**src/rtl/macro_seq_pkg.sv**
```systemverilog
package macro_seq_pkg;

    localparam int WORD_W    = 32;
    localparam int RSEL_W    = 3;
    localparam int IMM_W     = 18;
    localparam int OPC_LSB   = 0;
    localparam int COND_BIT  = 4;
    localparam int ANNUL_BIT = 5;
    localparam int EXIT_BIT  = 7;
    localparam int SRCA_LSB  = 11;
    localparam int IMM_LSB   = 14;

    localparam logic [2:0] OPC_BRANCH = 3'd7;

    typedef enum logic [1:0] {
        SQ_IDLE = 2'd0,
        SQ_INIT = 2'd1,
        SQ_RUN  = 2'd2
    } seq_state_e;

    typedef struct packed {
        logic [WORD_W-1:0] raw;
        logic              is_branch;
        logic              cond_nz;
        logic              annul;
        logic              exit_flag;
        logic [RSEL_W-1:0] src_a;
        logic [IMM_W-1:0]  imm;
    } word_fields_t;

    function automatic word_fields_t split_word(input logic [WORD_W-1:0] w);
        word_fields_t f;
        f.raw       = w;
        f.is_branch = (w[OPC_LSB +: 3] == OPC_BRANCH);
        f.cond_nz   = w[COND_BIT];
        f.annul     = w[ANNUL_BIT];
        f.exit_flag = w[EXIT_BIT];
        f.src_a     = w[SRCA_LSB +: RSEL_W];
        f.imm       = w[IMM_LSB +: IMM_W];
        return f;
    endfunction

endpackage

```
**src/rtl/macro_seq_decode.sv**
```systemverilog
module macro_seq_decode
    import macro_seq_pkg::*;
(
    input  logic [WORD_W-1:0] word_in,
    output word_fields_t      fields
);
    always_comb begin
        fields = split_word(word_in);
    end
endmodule

```
**src/rtl/macro_seq_branch.sv**
```systemverilog
module macro_seq_branch
    import macro_seq_pkg::*;
#(
    parameter int PC_W = 8
) (
    input  logic [PC_W-1:0]   pc,
    input  word_fields_t      fields,
    input  logic [WORD_W-1:0] reg_a_val,
    output logic              taken,
    output logic [PC_W-1:0]   target
);
    localparam int EXT_W = (PC_W > IMM_W) ? PC_W : IMM_W;

    logic              a_is_zero;
    logic [EXT_W-1:0]  imm_ext;

    always_comb begin
        a_is_zero = (reg_a_val == '0);
        taken     = fields.is_branch & (fields.cond_nz ? !a_is_zero : a_is_zero);
        imm_ext   = EXT_W'($signed(fields.imm));
        target    = pc + imm_ext[PC_W-1:0];
    end
endmodule

```
**src/rtl/macro_seq_ctrl.sv**
```systemverilog
module macro_seq_ctrl
    import macro_seq_pkg::*;
#(
    parameter int PC_W = 8
) (
    input  logic            clk,
    input  logic            rst,
    input  logic            start,
    input  logic [PC_W:0]   prog_len,
    input  word_fields_t    fields,
    input  logic            br_taken,
    input  logic [PC_W-1:0] br_target,
    input  logic            param_empty,
    output logic [PC_W-1:0] pc,
    output logic            issue_valid,
    output logic            param_pop,
    output logic            regs_clear,
    output logic            r1_load,
    output logic            busy,
    output logic            done,
    output logic            params_left,
    output logic            err_slot,
    output logic            err_overrun
);
    seq_state_e      st_q, st_d;
    logic [PC_W-1:0] pc_q, pc_d;
    logic            in_slot_q, in_slot_d;
    logic            slot_exit_q, slot_exit_d;
    logic [PC_W-1:0] slot_tgt_q, slot_tgt_d;
    logic            done_q, done_d;
    logic            left_q, left_d;
    logic            eslot_q, eslot_d;
    logic            eovr_q, eovr_d;
    logic            fetch_ok, slot_bad, run;

    always_comb begin
        run       = (st_q == SQ_RUN);
        fetch_ok  = ({1'b0, pc_q} < prog_len);
        slot_bad  = in_slot_q & fields.is_branch;

        st_d        = st_q;
        pc_d        = pc_q;
        in_slot_d   = in_slot_q;
        slot_exit_d = slot_exit_q;
        slot_tgt_d  = slot_tgt_q;
        done_d      = 1'b0;
        left_d      = 1'b0;
        eslot_d     = 1'b0;
        eovr_d      = 1'b0;

        unique case (st_q)
            SQ_IDLE: begin
                if (start) begin
                    st_d = SQ_INIT;
                end
            end
            SQ_INIT: begin
                st_d        = SQ_RUN;
                pc_d        = '0;
                in_slot_d   = 1'b0;
                slot_exit_d = 1'b0;
            end
            SQ_RUN: begin
                if (!fetch_ok) begin
                    eovr_d = 1'b1;
                    st_d   = SQ_IDLE;
                end else if (slot_bad) begin
                    eslot_d = 1'b1;
                    st_d    = SQ_IDLE;
                end else if (in_slot_q) begin
                    in_slot_d = 1'b0;
                    if (slot_exit_q) begin
                        done_d = 1'b1;
                        left_d = !param_empty;
                        st_d   = SQ_IDLE;
                    end else begin
                        pc_d = slot_tgt_q;
                    end
                end else if (br_taken) begin
                    if (fields.annul) begin
                        pc_d = br_target;
                    end else begin
                        in_slot_d   = 1'b1;
                        slot_exit_d = 1'b0;
                        slot_tgt_d  = br_target;
                        pc_d        = pc_q + 1'b1;
                    end
                end else if (fields.exit_flag) begin
                    in_slot_d   = 1'b1;
                    slot_exit_d = 1'b1;
                    pc_d        = pc_q + 1'b1;
                end else begin
                    pc_d = pc_q + 1'b1;
                end
            end
            default: st_d = SQ_IDLE;
        endcase
    end

    always_ff @(posedge clk) begin
        if (rst) begin
            st_q        <= SQ_IDLE;
            pc_q        <= '0;
            in_slot_q   <= 1'b0;
            slot_exit_q <= 1'b0;
            slot_tgt_q  <= '0;
            done_q      <= 1'b0;
            left_q      <= 1'b0;
            eslot_q     <= 1'b0;
            eovr_q      <= 1'b0;
        end else begin
            st_q        <= st_d;
            pc_q        <= pc_d;
            in_slot_q   <= in_slot_d;
            slot_exit_q <= slot_exit_d;
            slot_tgt_q  <= slot_tgt_d;
            done_q      <= done_d;
            left_q      <= left_d;
            eslot_q     <= eslot_d;
            eovr_q      <= eovr_d;
        end
    end

    assign pc          = pc_q;
    assign issue_valid = run & fetch_ok & !slot_bad;
    assign param_pop   = (st_q == SQ_INIT);
    assign regs_clear  = (st_q == SQ_INIT);
    assign r1_load     = (st_q == SQ_INIT);
    assign busy        = (st_q != SQ_IDLE);
    assign done        = done_q;
    assign params_left = left_q;
    assign err_slot    = eslot_q;
    assign err_overrun = eovr_q;


    init_cycle_chk: assert property (@(posedge clk) disable iff (rst)
        $rose(busy) |-> (regs_clear && r1_load && param_pop));


    issue_in_range_chk: assert property (@(posedge clk) disable iff (rst)
        issue_valid |-> (busy && ({1'b0, pc} < prog_len)));


    annul_jump_chk: assert property (@(posedge clk) disable iff (rst)
        (issue_valid && !in_slot_q && br_taken && fields.annul) |=> (pc == $past(br_target)));


    done_pulse_chk: assert property (@(posedge clk) disable iff (rst)
        done |=> !done);


    done_idle_chk: assert property (@(posedge clk) disable iff (rst)
        done |-> !busy);


    slot_branch_chk: assert property (@(posedge clk) disable iff (rst)
        err_slot |-> ($past(in_slot_q) && !busy && !done));


    overrun_chk: assert property (@(posedge clk) disable iff (rst)
        err_overrun |-> ({1'b0, $past(pc)} >= $past(prog_len)));

endmodule

```
**src/rtl/macro_seq.sv**
```systemverilog
module macro_seq
    import macro_seq_pkg::*;
#(
    parameter int PC_W = 8
) (
    input  logic              clk,
    input  logic              rst,
    input  logic              start,
    input  logic [PC_W:0]     prog_len,
    output logic [PC_W-1:0]   imem_addr,
    input  logic [31:0]       imem_rdata,
    output logic [2:0]        reg_a_sel,
    input  logic [31:0]       reg_a_val,
    input  logic              param_empty,
    output logic              param_pop,
    output logic              regs_clear,
    output logic              r1_load,
    output logic              issue_valid,
    output logic [31:0]       issue_word,
    output logic              busy,
    output logic              done,
    output logic              params_left,
    output logic              err_slot,
    output logic              err_overrun
);
    word_fields_t    fields;
    logic            br_taken;
    logic [PC_W-1:0] br_target;
    logic [PC_W-1:0] pc;

    macro_seq_decode u_dec (
        .word_in (imem_rdata),
        .fields  (fields)
    );

    macro_seq_branch #(.PC_W(PC_W)) u_br (
        .pc        (pc),
        .fields    (fields),
        .reg_a_val (reg_a_val),
        .taken     (br_taken),
        .target    (br_target)
    );

    macro_seq_ctrl #(.PC_W(PC_W)) u_ctrl (
        .clk         (clk),
        .rst         (rst),
        .start       (start),
        .prog_len    (prog_len),
        .fields      (fields),
        .br_taken    (br_taken),
        .br_target   (br_target),
        .param_empty (param_empty),
        .pc          (pc),
        .issue_valid (issue_valid),
        .param_pop   (param_pop),
        .regs_clear  (regs_clear),
        .r1_load     (r1_load),
        .busy        (busy),
        .done        (done),
        .params_left (params_left),
        .err_slot    (err_slot),
        .err_overrun (err_overrun)
    );

    assign imem_addr  = pc;
    assign reg_a_sel  = fields.src_a;
    assign issue_word = fields.raw;

endmodule

```
**config.mk**
```make
export PLATFORM = sky130hd
export DESIGN_NAME = macro_seq
export DESIGN_NICKNAME = d
export VERILOG_FILES = /design/src/rtl/macro_seq_pkg.sv /design/src/rtl/macro_seq_decode.sv /design/src/rtl/macro_seq_branch.sv /design/src/rtl/macro_seq_ctrl.sv /design/src/rtl/macro_seq.sv
export SDC_FILE = /design/constraint.sdc
export NUM_CORES = 1
export LEC_CHECK = 0
export ABC_CLOCK_PERIOD_IN_PS = 6140
export BUFFER_PORTS_ARGS = -buffer_cell sky130_fd_sc_hd__clkbuf_2
export CELL_PAD_IN_SITES_DETAIL_PLACEMENT = 1
export CELL_PAD_IN_SITES_GLOBAL_PLACEMENT = 1
export CORE_ASPECT_RATIO = 1.2
export CORE_UTILIZATION = 33
export DETAILED_ROUTE_END_ITERATION = 8
export GPL_ROUTABILITY_DRIVEN = 0
export PLACE_DENSITY = 0.85
export SETUP_SLACK_MARGIN = 0.15
export SYNTH_ARGS = -nofsm -noshare
export SYNTH_HDL_FRONTEND = slang
export SYNTH_SLANG_ARGS = --single-unit
```
**constraint.sdc**
```tcl
create_clock -name clk -period 6.14 [get_ports clk]
set_input_delay 0.614 -clock clk [delete_from_list [all_inputs] [get_ports clk]]
set_output_delay 0.614 -clock clk [all_outputs]
set_load 0.05 [all_outputs]
```
Yosys cells after proc, flatten, opt, wreduce, memory -nomap -nowiden
Cells that the tools add are included.
{"block": "totals", "input_bits": 77, "word_cells": 81, "regBits": 24, "output_inout_bits": 52}
{"block": "classes", "mux": 31, "n_reduce_logical": 16, "n_eq_ne": 12, "order_cmp": 1, "addsub": 2, "n_bitwise": 10}
{"op": "2-to-1 mux 8 bit", "count": 6}
{"op": "logical NOT 32 bit", "count": 1}
{"op": "2-to-1 mux 1 bit", "count": 16}
{"op": "case mux 8 bit (2 select lines)", "count": 1}
{"op": "AND reduction 6 bit", "count": 2}
{"op": "2-to-1 mux 2 bit", "count": 5}
{"op": "less-than comparator 8 x 9 -> 1 bit", "count": 1}
{"op": "inequality test 3 bit, second input constant", "count": 3}
{"op": "adder 8 x 1 -> 8 bit, second input constant", "count": 1}
{"op": "adder 8 bit", "count": 1}
{"op": "inequality test 4 x 3 -> 1 bit, second input constant", "count": 2}
{"op": "inequality test 2 bit, second input constant", "count": 3}
{"op": "inverter 1 bit", "count": 6}
{"op": "case mux 2 bit (3 select lines)", "count": 1}
{"op": "AND reduction 3 bit", "count": 2}
{"op": "OR reduction 6 bit", "count": 1}
{"op": "OR reduction 5 bit", "count": 1}
{"op": "bitwise AND 1 bit", "count": 4}
{"op": "case mux 1 bit (2 select lines)", "count": 2}
{"op": "AND reduction 4 bit", "count": 1}
{"op": "nonzero test 2 bit", "count": 2}
{"op": "== test 3 bit, second input constant", "count": 1}
{"op": "logical NOT 1 bit", "count": 3}
{"op": "OR reduction 3 bit", "count": 1}
{"op": "5 further kinds", "count": 5}

Depth between registers and ports, before layout
Gate-level depths: netlist of run 1.
{"block": "depth", "word_depth": 9, "depth_mapped": 9, "mapped_depth_nobuf": 8}

Modules after synthesis
From an unflattened synthesis of run 1, not the netlist that was laid out.
{"block": "hier_totals", "cells_unflattened": 294, "area_unflattened_um2": 2424.8}
{"module": "macro_seq_ctrl", "cells_per_inst": 183, "instances": 1, "area_per_inst_um2": 1607.8}
{"module": "macro_seq_decode", "cells_per_inst": 57, "instances": 1, "area_per_inst_um2": 426.7}
{"module": "macro_seq_branch", "cells_per_inst": 54, "instances": 1, "area_per_inst_um2": 390.4}

Worst setup path after synthesis of run 1
No wires, ideal clock.
{"block": "synth_timing", "kind": "register to output", "from": "reg u_ctrl.pc_q[5], in the netlist u_ctrl.pc[5]", "to": "out issue_valid", "required_time_ps": 5526, "path_buffers": 0, "path_stages_with_launch": 8, "slack_ps": 3007, "arrival_time_ps": 2519, "cell_sequence": "dfxtp_1 > ha_1 > o211ai_1 > o21a_1 > o31ai_1 > nand2_1 > nand2_1 > a21oi_1"}
{"block": "synth_between", "elab_chain_len": 3}
{"item": "start, declared", "line": "macro_seq_ctrl.sv:26", "text": "logic [PC_W-1:0] pc_q, pc_d;"}
{"item": "start signal, assigned", "line": "macro_seq_ctrl.sv:113", "text": "pc_q <= pc_d;"}
{"item": "less-than comparator 8 x 9 -> 1 bit", "line": "macro_seq_ctrl.sv:38", "text": "fetch_ok = ({1'b0, pc_q} < prog_len);"}
{"item": "bitwise AND 1 bit (2 in series)", "line": "macro_seq_ctrl.sv:125", "text": "assign issue_valid = run & fetch_ok & !slot_bad;"}
{"item": "end, declared", "line": "macro_seq.sv:18", "text": "output logic issue_valid,"}
No other way between the ends.

Worst setup path in the final report of run 1
{"block": "layout_timing", "from": "reg u_ctrl.pc_q[2], in the netlist u_ctrl.pc[2]", "to": "out issue_valid"}
The elaborated chain is that of the path after synthesis.

==> results of run 1 <==
[sequential cells by signal, summed over array words and instances (netlist names)]
name and cells:
u_ctrl.pc 8, u_ctrl.err_slot 1, u_ctrl.err_overrun 1, u_ctrl.st_q 2, u_ctrl.in_slot_q 1, u_ctrl.done 1, u_ctrl.params_left 1, u_ctrl.slot_tgt_q 8
u_ctrl.slot_exit_q 1
[metrics by stage]
step	setup slack [ns]	util	total power, mW	instances	cell area (um2)
floorplan	3.01	-	0.398	258	2230
finish	3.07	0.388	0.507	393	2520
detailed placement	3.17	0.382	0.414	390	2480
global placement	3.27	0.382	0.409	390	2480
global route	2.88	0.388	0.539	393	2520
CTS	3.06	0.388	0.508	393	2520
[synth_stat cells, types with 6 or more instances]
master / n
buf_4: 37
mux2i_1: 17
o221ai_1: 7
nand2b_1: 7
nor4_2: 7
nand2_1: 18
nor2_1: 15
inv_1: 26
xnor2_1: 8
a21oi_1: 6
ha_1: 19
nand3_1: 8
dfxtp_1: 24
[tightest hold or removal path, cell delays in order (launching register included)]
cell and delay (ns):
dfxtp_1 0.34, nand2_1 0.05, o221ai_1 0.06
[routing by layer]
| metal | track usage | part of all wire | vias up |
|---|---|---|---|
| met4 | 0.0566 | 0.014 | 0 |
| li1 | - | - | 973 |
| met1 | 0.175 | 0.39 | 988 |
| met2 | 0.347 | 0.55 | 60 |
| met3 | 0.0239 | 0.049 | 9 |
| met5 | 0 | 0 | - |
[power groups by stage]
stage | registers [mW] | logic, mW | clock network, mW
after floorplan | 0.175 | 0.222 | 0
after global placement | 0.175 | 0.235 | 0
after detailed placement | 0.176 | 0.238 | 0
after CTS | 0.172 | 0.239 | 0.0974
after global routing | 0.173 | 0.258 | 0.108
final | 0.172 | 0.237 | 0.0977
[worst paths after layout]
| kind | startpoint | end | slack, ns | depth (start not counted) |
|---|---|---|---|---|
| worst max-delay path | u_ctrl.pc[2] | issue_valid | 3.07 | 8 |
| worst min-delay path | u_ctrl.slot_tgt_q[0] | u_ctrl.pc[0] | 0.48 | 2 |
| worst max register to register | u_ctrl.pc[2] | u_ctrl.pc[1] | 3.65 | 7 |
| worst min register to register | u_ctrl.slot_tgt_q[0] | u_ctrl.pc[0] | 0.48 | 2 |
[cells by family (layout without fill, tap and decap cells)]
logic type	Yosys count	count (layout)	synth area share
buffers and inverters	68	118	0.180
muxes	19	19	0.0881
DFF	24	24	0.216
adders and majority gates	20	20	0.116
and+or+nand+nor	71	71	0.195
AOI/OAI and AO/OA	43	43	0.154
xor gates and xnor gates	13	13	0.0511
[final cells by class]
class,count,area (um2),share of cell area
well taps,85,106,0.0422
repair buffers,89,445,0.177
multi-input cells,166,1350,0.535
clock buffers,3,41.3,0.0164
inverters,26,97.6,0.0388
flip-flops and latches,24,480,0.191
[cell usage in the layout, fill, tap and decap left out, types with 3 or more instances in the layout]
master,instances
nor4_2,7
clkbuf_2,89
clkbuf_8,3
a21oi_1,6
o211ai_1,3
o21ai_0,5
inv_1,26
nor3_1,3
mux2i_1,17
xor2_1,5
nand3_1,8
nor2_1,15
dfxtp_1,24
nand2_1,18
ha_1,19
o221ai_1,7
nand2b_1,7
xnor2_1,8
==> run summary, run 1 <==
CP Capture Type: primary output
Final WL: 5.78 mm
Die area: 7090 um2
Vias in the first global route: 2206
Clock sink total: 24
Worst-path maximum fanout: 8
Crit-path cells: ha_1 > a21o_1 > a31oi_1 > o31ai_1 > nand2_1 > nand2_1 > a21oi_1 > clkbuf_2
DRC: 0
Antenna violations before repair: 0
CP required: 5.53 ns
# IOs: 129
# resized after CTS: 0
WL per Instance: 14.7 um
MaxCap Viol Count: 0
Post-synth net total: 355
EDFF count, synth: 0
Vias: 2030
Top cells by area, synth: dfxtp_1, buf_4, ha_1
Final hold vios: 0
CTS buffer count: 3
Final setup TNS: 0 ns
HPWL Detailed: 4.81 mm
Initial drt markers: 73
Max-slew headroom at the worst pin: 0.521
Post-synth top area cell: dfxtp_1
Port bufs: 89
Largest net degree at the start of global routing: 18
Clock Latency Late Sink: 0.27 ns
Ys async rst share: 0
Lkg Pwr: 1.22 nW
CTS tree: built
Core Area: 6490 um2
Die Wd: 77.0 um
WS Path Type: reg -> out
Hold Path Class: reg -> reg
All-Layer GR Usage: 0.171
Yosys top cell area share: 0.216
Area growth syn-to-layout: 13.0%
Via density: 5.17
Die Height: 92.0 um
Clock power frac: 0.193
Sw frac: 0.451
# nets final: 407
FMAX: 326 MHz
Starting Density: 0.344
Worst-Margin Slew: 0.718 ns
Final ANT Viol Nets: 0
Sequential fraction of the synthesis area: 0.216
Logic pwr share: 0.468
Share of layout cells above drive strength 1: 0.351
Reg power frac: 0.339
Setup crit start kind: flop
Arr. time, crit path: 2.45 ns
#FFs+latches synth: 24
Drt first pass iters: 4
Fin crit period: 3.07 ns
Largest delay share family, worst path: compound AO/OA/AOI/OAI gates
Clk_skew: 0.00191 ns
Number of setup buffers added after CTS: 0
Site Rows: 32
CTS clk-pin slew, worst paths: 0.09 ns
Worst hold margin: 0.478 ns
Grt ovf: 0
First-pass GRT wire length: 9.74 mm
Slew Viols, Final: 0
Avg Inst Size Synth: 8.64 um2
Filler cells: 830
Internal power: 0.278 mW
Distinct cell type count of the synthesized netlist: 48
Power Dens Cells: 201 nW/um2
Final cycle utilization of the critical path: 0.499
Hold_buf cts: 0
Most used cell, CP: nand2_1
Synthesized netlist cell count: 258
Sw power: 0.228 mW
Clk buf depth: 2
Htree depth: 1
Outcome: finished, final reports clean
Mapped Area: 2230 um2
Max VDD drop: 0.000194 V
Clk root buf: clkbuf_8
Crit-path max cell delay: 0.54 ns
RSZ-0062 raised after global routing: no
Finish-stage setup viols: 0
Synthesis warning total: 0
CP max-delay cell: dfxtp_1
Worst Path Buf+Inv: 1
Post-synth top flop: dfxtp_1
Antenna diodes: 0
(Power assumes the default switching activity.)
==> run 2: changes to the inputs <==
ABC_CLOCK_PERIOD_IN_PS = 3100   (was 6140)
CORE_UTILIZATION = 31   (was 33)
PLACE_DENSITY = 0.8   (was 0.85)
clock period = 3.1 ns   (was 6.14 ns; I/O delays follow)
==> run 2 against run 1 <==
Clock skew is 0.0050 ns higher; register-to-register slack got worse by 3.0 ns; sequential share of layout area fell by 0.12 points; first-iteration DRC count down 27%; sequential power increased by 98%; combinational power rose by 100%; clock power rose by 120%; flip-flop and latch count unchanged; worst setup slack worse by 2.7 ns; non-clock buffer count unchanged; count of clock-buffer cells in the layout up 1; core utilization decreased by 2.1 points; largest cell class unchanged; highest routed layer unchanged.
==> run summary, run 2 (synthesis gave the netlist of run 1 again) <==
Outcome: finished, final reports clean (unchanged)
Arr. time, crit path: 2.43 ns (was 2.45 ns)
WS Path Type: reg -> out (unchanged)
Setup crit start kind: flop (unchanged)
Fin util: 0.367 (was 0.388)
WL per Instance: 14.4 um (was 14.7 um)
Hold Path Class: in -> reg (was reg -> reg)
Clk buf depth: 2 (unchanged)
CP required: 2.79 ns (was 5.53 ns)
Fin crit period: 2.74 ns
CTS buffer count: 3 (unchanged)
Final hold vios: 0 (unchanged)
Filler cells: 845 (was 830)
Final WL: 5.70 mm (was 5.78 mm)
Vias in the first global route: 1955 (was 2206)
Total Power: 1.03 mW (was 0.507 mW)
Port bufs: 89 (unchanged)
Area growth syn-to-layout: 13.7% (was 13.0%)
Clock Latency Late Sink: 0.27 ns (about the same)
Antenna violations before repair: 0 (unchanged)
Final instance area: 2530 um2 (was 2520 um2)
Commonest non-fill, non-tap cell in the layout: clkbuf_2 (unchanged)
# resized after CTS: 0 (unchanged)
Hold path depth: 2 (unchanged)
Worst-case reg-to-reg path depth: 7 (unchanged)
Lkg Pwr: 1.23 nW (was 1.22 nW)
Dpl cells: 392 (was 390)
Core Area: 6900 um2 (was 6490 um2)
Number of setup buffers added after CTS: 0 (unchanged)
HPWL Detailed: 4.75 mm (was 4.81 mm)
CTS tree: built (unchanged)
Worst-path maximum fanout: 8 (unchanged)
Via density: 5.03 (was 5.17)
Clk_skew: 0.00688 ns (was 0.00191 ns)
Clk root buf: clkbuf_8 (unchanged)
Clock sink total: 24 (unchanged)
Share of layout cells above drive strength 1: 0.353 (was 0.351)
Slew Viols, Final: 0 (unchanged)
FMAX: 365 MHz
Vias: 1990 (was 2030)
CP Capture Type: primary output (unchanged)
RSZ-0062 raised after global routing: no (unchanged)
Commonest cells after routing, fill and taps aside: clkbuf_2, inv_1, dfxtp_1 (unchanged)
Post-DP Area: 2480 um2 (about the same)
Starting Density: 0.323 (was 0.344)
All-Layer GR Usage: 0.152 (was 0.171)
Worst-Margin Slew: 0.692 ns (was 0.718 ns)
Hold_buf cts: 0 (unchanged)
Die Wd: 79.4 um (was 77.0 um)
R2r startpoint: u_ctrl.pc[2] (unchanged)
Hold_sp: param_empty (was u_ctrl.slot_tgt_q[0])
Htree depth: 1 (unchanged)
Final setup TNS: 0 ns (unchanged)
MaxCap Viol Count: 0 (unchanged)
Antenna diodes: 0 (unchanged)
DRC: 0 (unchanged)
Drt first pass iters: 4 (unchanged)
Setup slack, reg-to-reg: 0.70 ns (was 3.65 ns)
Grt ovf: 0 (unchanged)
Die area: 7530 um2 (was 7090 um2)
RR Endpoint: u_ctrl.pc[0] (was u_ctrl.pc[1])
Final cycle utilization of the critical path: 0.883
Post-place setup slack: 0.679 ns (was 3.17 ns)
Die Height: 94.9 um (was 92.0 um)
Worst hold margin: 0.192 ns (was 0.478 ns)
Site Rows: 33 (was 32)
Worst hold endpoint: u_ctrl.params_left (was u_ctrl.pc[0])
# nets final: 407 (unchanged)
Non-filler cells, final: 396 (was 393)
Final ANT Viol Nets: 0 (unchanged)
Max-slew headroom at the worst pin: 0.539 (was 0.521)
Max VDD drop: 0.000188 V (was 0.000194 V)
Finish-stage setup viols: 0 (unchanged)
Initial drt markers: 53 (was 73)
Largest net degree at the start of global routing: 18 (unchanged)
Power Dens Cells: 408 nW/um2 (was 201 nW/um2)
First-pass GRT wire length: 8.88 mm (was 9.74 mm)
# IOs: 129 (unchanged)
CTS clk-pin slew, worst paths: 0.09 ns (about the same)
Worst setup margin: 0.363 ns (was 3.07 ns)
## run 2: changes by cell type in the layout (fill, tap and decap cells not counted), sizes merged
cell / change
clkbuf: +1
## run 2: area by class of cell
cell class | count | area [um2] | area share
Multi-Input combinational cell | 166 | 1350 | 0.531
Sequential cell | 24 | 480 | 0.190
Timing Repair Buffer | 89 | 445 | 0.176
Tap cell | 87 | 109 | 0.0430
Inverter | 26 | 97.6 | 0.0385
Clock buffer | 4 | 55.1 | 0.0217
## run 2: worst max-delay path by stage
stage | startpoint | to | slack [ns]
2_1_floorplan | u_ctrl.pc[5] | issue_valid | 0.27
3_3_place_gp | u_ctrl.pc[2] | issue_valid | 0.72
3_5_place_dp | u_ctrl.pc[2] | issue_valid | 0.68
4_1_cts | u_ctrl.pc[2] | issue_valid | 0.36
5_1_grt | u_ctrl.pc[2] | issue_valid | 0.22
6_report | u_ctrl.pc[2] | issue_valid | 0.36
## run 2: power by group
part	switching, mW	internal, mW	total, mW
Combinational	0.335	0.141	0.476
Sequential	0.0163	0.324	0.340
Clock	0.104	0.114	0.218
## run 2: critical path, stage by stage, from the launching register on
cell and delay, ns:
dfxtp_1 0.50, ha_1 0.31, a21o_1 0.16, a31oi_1 0.29, o31ai_1 0.17, nand2_1 0.15, nand2_1 0.13, a21oi_1 0.15
clkbuf_2 0.29
## run 2: layer usage
layer | global-route usage | vias to the layer above | wire length, um
li1 | - | 976 | -
met1 | 0.158 | 930 | 2320
met2 | 0.305 | 71 | 2960
met3 | 0.0174 | 13 | 302
met4 | 0.0561 | 0 | 118
met5 | 0 | - | 0
